--- config.mk ---
export PLATFORM = sky130hd
export DESIGN_NAME = cc_timer_channel
export DESIGN_NICKNAME = d
export VERILOG_FILES = /design/src/rtl/cct_pkg.sv /design/src/rtl/cct_sync_edge.sv /design/src/rtl/cct_counter.sv /design/src/rtl/cct_cmp_cap.sv /design/src/rtl/cc_timer_channel.sv
export SDC_FILE = /design/constraint.sdc
export NUM_CORES = 1
export LEC_CHECK = 0
export BUFFER_PORTS_ARGS = -buffer_cell sky130_fd_sc_hd__buf_2
export CAP_MARGIN = 20
export CORE_MARGIN = 10
export CORE_UTILIZATION = 50
export CTS_CLUSTER_SIZE = 10
export DETAILED_ROUTE_END_ITERATION = 12
export GPL_TIMING_DRIVEN = 1
export HOLD_SLACK_MARGIN = 0.1
export PLACE_DENSITY = 0.72
export SETUP_SLACK_MARGIN = 0.2
export SKIP_CTS_REPAIR_TIMING = 1
export SYNTH_ARGS = -nofsm -noshare
export SYNTH_HDL_FRONTEND = slang
export SYNTH_SLANG_ARGS = --single-unit
--- constraint.sdc ---
create_clock -name clk -period 1.9 [get_ports clk]
set_input_delay 0.285 -clock clk [delete_from_list [all_inputs] [get_ports clk]]
set_output_delay 0.285 -clock clk [all_outputs]
set_load 0.1 [all_outputs]
--- src/rtl/cct_pkg.sv ---
package cct_pkg;

   typedef enum logic [2:0] {
      IO_OFF  = 3'd0,
      IO_CLR  = 3'd1,
      IO_SET  = 3'd2,
      IO_TGL  = 3'd3,
      IC_OFF  = 3'd4,
      IC_RISE = 3'd5,
      IC_FALL = 3'd6,
      IC_BOTH = 3'd7
   } io_mode_e;

   localparam int ADDR_W = 2;
   localparam logic [ADDR_W-1:0] A_CTRL = 2'd0;
   localparam logic [ADDR_W-1:0] A_GREG = 2'd1;
   localparam logic [ADDR_W-1:0] A_STAT = 2'd2;
   localparam logic [ADDR_W-1:0] A_CNT  = 2'd3;

   localparam int ST_CAP    = 0;
   localparam int ST_CMP    = 1;
   localparam int ST_OVF    = 2;
   localparam int NUM_FLAGS = 3;
   localparam int MODE_W    = 3;

   function automatic logic is_cap_mode(input io_mode_e m);
      return m[2] && (m[1:0] != 2'b00);
   endfunction

   function automatic logic is_cmp_mode(input io_mode_e m);
      return !m[2] && (m[1:0] != 2'b00);
   endfunction

endpackage

--- src/rtl/cct_sync_edge.sv ---
module cct_sync_edge #(
   parameter int STAGES = 2
) (
   input  logic clk,
   input  logic rst_n,
   input  logic pin_i,
   output logic rise_o,
   output logic fall_o
);
   // sh[0..STAGES-1] synchronize, sh[STAGES] holds previous synced value
   logic [STAGES:0] sh;

   generate
      for (genvar i = 0; i <= STAGES; i++) begin : g_stage
         if (i == 0) begin : g_first
            always_ff @(posedge clk or negedge rst_n) begin
               if (!rst_n) sh[0] <= 1'b0;
               else        sh[0] <= pin_i;
            end
         end else begin : g_next
            always_ff @(posedge clk or negedge rst_n) begin
               if (!rst_n) sh[i] <= 1'b0;
               else        sh[i] <= sh[i-1];
            end
         end
      end
   endgenerate

   assign rise_o =  sh[STAGES-1] & ~sh[STAGES];
   assign fall_o = ~sh[STAGES-1] &  sh[STAGES];
endmodule

--- src/rtl/cct_counter.sv ---
module cct_counter #(
   parameter int CNT_W = 16
) (
   input  logic             clk,
   input  logic             rst_n,
   input  logic             ld_en,
   input  logic [CNT_W-1:0] ld_val,
   output logic [CNT_W-1:0] cnt_o,
   output logic             wrap_o
);
   localparam logic [CNT_W-1:0] CNT_MAX = '1;

   always_ff @(posedge clk or negedge rst_n) begin
      if (!rst_n)     cnt_o <= '0;
      else if (ld_en) cnt_o <= ld_val;
      else            cnt_o <= cnt_o + 1'b1;
   end

   assign wrap_o = (cnt_o == CNT_MAX) && !ld_en;
endmodule

--- src/rtl/cct_cmp_cap.sv ---
module cct_cmp_cap
   import cct_pkg::*;
#(
   parameter int CNT_W = 16
) (
   input  logic             clk,
   input  logic             rst_n,
   input  io_mode_e         mode,
   input  logic [CNT_W-1:0] cnt,
   input  logic             gr_we,
   input  logic [CNT_W-1:0] gr_wdata,
   input  logic             rise,
   input  logic             fall,
   output logic [CNT_W-1:0] gr_o,
   output logic             pin_o,
   output logic             cmp_evt_o,
   output logic             cap_evt_o
);
   logic cap_sel;

   always_comb begin
      unique case (mode)
         IC_RISE: cap_sel = rise;
         IC_FALL: cap_sel = fall;
         IC_BOTH: cap_sel = rise | fall;
         default: cap_sel = 1'b0;
      endcase
   end

   assign cap_evt_o = cap_sel;
   assign cmp_evt_o = is_cmp_mode(mode) && (cnt == gr_o);

   always_ff @(posedge clk or negedge rst_n) begin
      if (!rst_n)                           gr_o <= '0;
      else if (cap_sel)                     gr_o <= cnt;
      else if (gr_we && !is_cap_mode(mode)) gr_o <= gr_wdata;
   end

   always_ff @(posedge clk or negedge rst_n) begin
      if (!rst_n) begin
         pin_o <= 1'b0;
      end else if (cmp_evt_o) begin
         unique case (mode)
            IO_CLR:  pin_o <= 1'b0;
            IO_SET:  pin_o <= 1'b1;
            IO_TGL:  pin_o <= ~pin_o;
            default: pin_o <= pin_o;
         endcase
      end
   end
endmodule

--- src/rtl/cc_timer_channel.sv ---
module cc_timer_channel
   import cct_pkg::*;
#(
   parameter int CNT_W       = 16,
   parameter int SYNC_STAGES = 2
) (
   input  logic              clk,
   input  logic              rst_n,
   input  logic [ADDR_W-1:0] bus_addr,
   input  logic              bus_we,
   input  logic [CNT_W-1:0]  bus_wdata,
   output logic [CNT_W-1:0]  bus_rdata,
   input  logic              tmr_pin_i,
   output logic              tmr_pin_o
);
   generate
      if (CNT_W < 8) begin : g_bad_width
         $error("cc_timer_channel: CNT_W must be at least 8");
      end
      if (SYNC_STAGES < 2) begin : g_bad_sync
         $error("cc_timer_channel: SYNC_STAGES must be at least 2");
      end
   endgenerate

   io_mode_e             ctrl_q;
   logic [CNT_W-1:0]     cnt_q;
   logic [CNT_W-1:0]     gr_q;
   logic [NUM_FLAGS-1:0] stat_q;
   logic [NUM_FLAGS-1:0] flag_set;
   logic                 pin_rise, pin_fall;
   logic                 cnt_wrap, cmp_evt, cap_evt;
   logic                 wr_ctrl, wr_greg, wr_stat, wr_cnt;

   assign wr_ctrl = bus_we && (bus_addr == A_CTRL);
   assign wr_greg = bus_we && (bus_addr == A_GREG);
   assign wr_stat = bus_we && (bus_addr == A_STAT);
   assign wr_cnt  = bus_we && (bus_addr == A_CNT);

   always_ff @(posedge clk or negedge rst_n) begin
      if (!rst_n)       ctrl_q <= IO_OFF;
      else if (wr_ctrl) ctrl_q <= io_mode_e'(bus_wdata[MODE_W-1:0]);
   end

   cct_sync_edge #(.STAGES(SYNC_STAGES)) u_sync (
      .clk    (clk),
      .rst_n  (rst_n),
      .pin_i  (tmr_pin_i),
      .rise_o (pin_rise),
      .fall_o (pin_fall)
   );

   cct_counter #(.CNT_W(CNT_W)) u_cnt (
      .clk    (clk),
      .rst_n  (rst_n),
      .ld_en  (wr_cnt),
      .ld_val (bus_wdata),
      .cnt_o  (cnt_q),
      .wrap_o (cnt_wrap)
   );

   cct_cmp_cap #(.CNT_W(CNT_W)) u_cc (
      .clk       (clk),
      .rst_n     (rst_n),
      .mode      (ctrl_q),
      .cnt       (cnt_q),
      .gr_we     (wr_greg),
      .gr_wdata  (bus_wdata),
      .rise      (pin_rise),
      .fall      (pin_fall),
      .gr_o      (gr_q),
      .pin_o     (tmr_pin_o),
      .cmp_evt_o (cmp_evt),
      .cap_evt_o (cap_evt)
   );

   always_comb begin
      flag_set         = '0;
      flag_set[ST_CAP] = cap_evt;
      flag_set[ST_CMP] = cmp_evt;
      flag_set[ST_OVF] = cnt_wrap;
   end

   // sticky flags: set wins over a clearing write in the same cycle
   generate
      for (genvar i = 0; i < NUM_FLAGS; i++) begin : g_flag
         logic flag_q;
         logic clr;
         assign clr = wr_stat && !bus_wdata[i] && flag_q;
         always_ff @(posedge clk or negedge rst_n) begin
            if (!rst_n)           flag_q <= 1'b0;
            else if (flag_set[i]) flag_q <= 1'b1;
            else if (clr)         flag_q <= 1'b0;
         end
         assign stat_q[i] = flag_q;
      end
   endgenerate

   always_comb begin
      bus_rdata = '0;
      unique case (bus_addr)
         A_CTRL:  bus_rdata[MODE_W-1:0]    = ctrl_q;
         A_GREG:  bus_rdata                = gr_q;
         A_STAT:  bus_rdata[NUM_FLAGS-1:0] = stat_q;
         default: bus_rdata                = cnt_q;
      endcase
   end
endmodule

==> impl_results.md <==
- Fraction of layout cells with a size suffix above 1: 43.6%
- DR vias/cell: 5.44
- Worst-margin pin slew: 0.546 ns
- Cell Area, Placed: 3230 um^2
- Starting DRT DRC Count: 145
- Worst Clk Skew: 0.0100 ns
- Vias: 2,028
- Num CTS Buffers: 5
- RSZ-0062 raised after global routing: true
- H-tree levels: 2
- Worst Path Required: 2.09 ns
- Skew-Pair Late Insertion Delay: 0.30 ns
- Max-cap check violation count: 0
- DP Wirelength: 4.67 mm
- Share of synthesized registers carrying an async set or reset: 100%
- Final ANT Viol Nets: 0
- Synthesized net count: 271
- Layout area overhead: 38.0%
- Starting Density: 50.8%
- Yosys warns: 0
- Post-synth EDFFs: 0
- Worst vdd ir: 765 uV
- Row cnt: 26
- Leak: 1.70 nW
- Clk pin slew, worst setup/hold paths: 0.09 ns
- Clk root buf: clkbuf_8
- Top_reg_cell synth: dfrtp_1
- CP Data Arrival Time: 2.00 ns
- Detailed-route DRC error count: 0
- Outcome: complete, no violations
- Design area: 3540 um^2
- DIE AREA: 8390 um^2
- Worst slew margin: 63.6%
- Post-route minimum period: 1.82 ns
- Gr ovfl total: 0
- Vias in the first global route: 1,985
- Max FO, Critical Path: 6
- Clock Sinks: 42
- Worst min-delay path class: input port to register
- RePlAce Congestion: 0.817
- Syn_area_per_cell: 10.4 um^2
- Post-synthesis cell type count: 42
- CP endpoint kind: register
- Max-slew violation count: 0
- Core Region: 5040 um^2
- Yosys top cell by area: dfrtp_1
- Initial antenna violation count: 0
- DRT Pass-1 Iters: 4
- First-pass GRT wire length: 10.2 mm
- Port Buffer Count: 38
- Top-area cell type share of the netlist area: 41.0%
- CTS Buffer Depth: 2
- Drt wl/cell: 16.7 um
- Yosys reg bits: 42
- Pwr dens: 1280 nW/um^2
- Max Freq: 550 MHz
- Register area share after synthesis: 41.0%
- I/O pin cnt: 39
- Final WL: 6.24 mm
- Dominant cells by area after synthesis: dfrtp_1 (41%), xor2_1 (6.5%), a22o_2 (6.2%)
- Hold Vio Cnt, Final: 0
- Overall Global Routing Usage: 14.9%
- Fin nets: 327
- CTS tree: done
- CP Launch Type: register
- Mapped Cells: 246
- Die width: 91.6 um
- Post-synthesis cell area: 2560 um^2
- Crit Path Class: register to register
- Final worst path period share: 95.7%
- Hold_ws: 0.222 ns
- Largest net degree at the start of global routing: 43
- Final setup viols: 0
- Fill cell count: 366
- Chip height: 91.6 um
- Ant diodes: 0
==> routing by layer <==
metal / wire length, um / part of all wire [%] / vias to the layer above / track usage (%)
li1: - / - / 971 / -
met2: 3040 / 49 / 62 / 23.8
met1: 2620 / 42 / 986 / 19.0
met3: 488 / 7.8 / 9 / 4.69
met5: 0 / 0 / - / 0
met4: 97 / 1.6 / 0 / 4.05
==> registers in the layout, indices dropped and copies added, names as in the netlist <==
register       count
ctrl_q             3
g_flag.flag_q      3
u_cc.gr_o         16
u_cnt.cnt_o       16
u_sync.sh          3
u_cc.pin_o         1
==> Yosys cell counts, types with 2 or more instances <==
| cell | n |
|---|---|
| a21o_2 | 6 |
| o21ai_1 | 5 |
| buf_2 | 2 |
| and3_1 | 2 |
| nand3_1 | 7 |
| dfrtp_1 | 42 |
| nand2_1 | 23 |
| nand4_1 | 6 |
| buf_4 | 4 |
| and4_1 | 2 |
| clkbuf_8 | 4 |
| xor2_1 | 19 |
| clkbuf_1 | 9 |
| nor2b_1 | 14 |
| nor4_1 | 2 |
| nor2_1 | 5 |
| ha_1 | 3 |
| mux2i_1 | 13 |
| mux4_2 | 2 |
| o21ai_0 | 15 |
| a21o_1 | 10 |
| a22o_2 | 16 |
| mux2_2 | 2 |
| inv_1 | 4 |
| nor3_1 | 2 |
| xnor2_1 | 11 |
==> layout make-up <==
cell class                 instances  area (um^2)  share of cell area (%)
clock inverter                     2         12.5                   0.354
tap                               70         87.6                    2.48
multi-input combinational        180         1590                    45.0
clock buffer                       6         82.6                    2.33
inverter                           4         15.0                   0.424
timing repair buffer              69          688                    19.5
sequential                        42         1060                    29.9
==> power by group <==
group | leakage [nW] | internal, W | switching [W]
Sequential | 0.512 | 0.00119 | 0.000329
Combinational | 1.14 | 0.00108 | 0.00133
Clock | 0.0472 | 0.000292 | 0.000319
==> per-stage QoR <==
stage	utilization, %	setup TNS [ns]	cells	total power [W]	setup WS (ns)
6_report	70.1	0	373	0.00454	0.0819
5_1_grt	70.1	-0.00204	373	0.00477	-0.00204
4_1_cts	65.9	-0.00635	364	0.00432	-0.00635
3_5_place_dp	64.0	0	356	0.00371	0.0541
3_3_place_gp	64.0	0	356	0.00366	0.114
2_1_floorplan	-	0	246	0.00309	0.165
==> logic make-up (layout without fill, tap and decap cells) <==
kind of cell	count (synthesis)	count (layout)	synth area share (%)
AOI/OAI and AO/OA	57	57	17.0
xor gates and xnor gates	30	30	10.2
adders and majority gates	3	3	1.46
buffers and inverters	24	81	6.05
DFF	42	42	41.0
muxes	19	19	9.17
and+or+nand+nor	71	71	15.1
==> cell usage in the layout, fill, tap and decap left out, types with 5 or more instances in the layout <==
master	count
dfrtp_1	36
buf_4	26
nand2_1	23
buf_2	22
xor2_1	19
buf_12	17
a22o_4	16
o21ai_0	15
nor2b_4	11
xnor2_1	10
a21o_1	10
mux2i_1	9
nand3_1	7
nand4_1	6
a21o_2	6
clkbuf_8	6
dfrtp_2	6
nor2_1	5
o21ai_1	5
==> path summary, 6_finish.rpt <==
kind                                from               to  slack, ns  cells past startpoint
max                         u_sync.sh[2]    u_cc.gr_o[10]       0.08                      7
max reg2reg                 u_sync.sh[2]    u_cc.gr_o[10]       0.08                      7
min in group asynchronous          rst_n     u_cc.gr_o[1]       0.59                      3
max in group asynchronous          rst_n   u_cnt.cnt_o[0]       0.90                      3
min reg2reg                 u_sync.sh[0]     u_sync.sh[1]       0.37                      0
min                        bus_wdata[13]  u_cnt.cnt_o[13]       0.22                      3
==> worst max-delay path, stage by stage (launching register included) <==
cell and delay [ns]:
dfrtp_1 0.39, ha_1 0.27, and2b_1 0.18, o21ai_2 0.17, a21boi_4 0.11, buf_6 0.15, a22o_4 0.24, a21o_2 0.19
(Power assumes the default switching activity.)
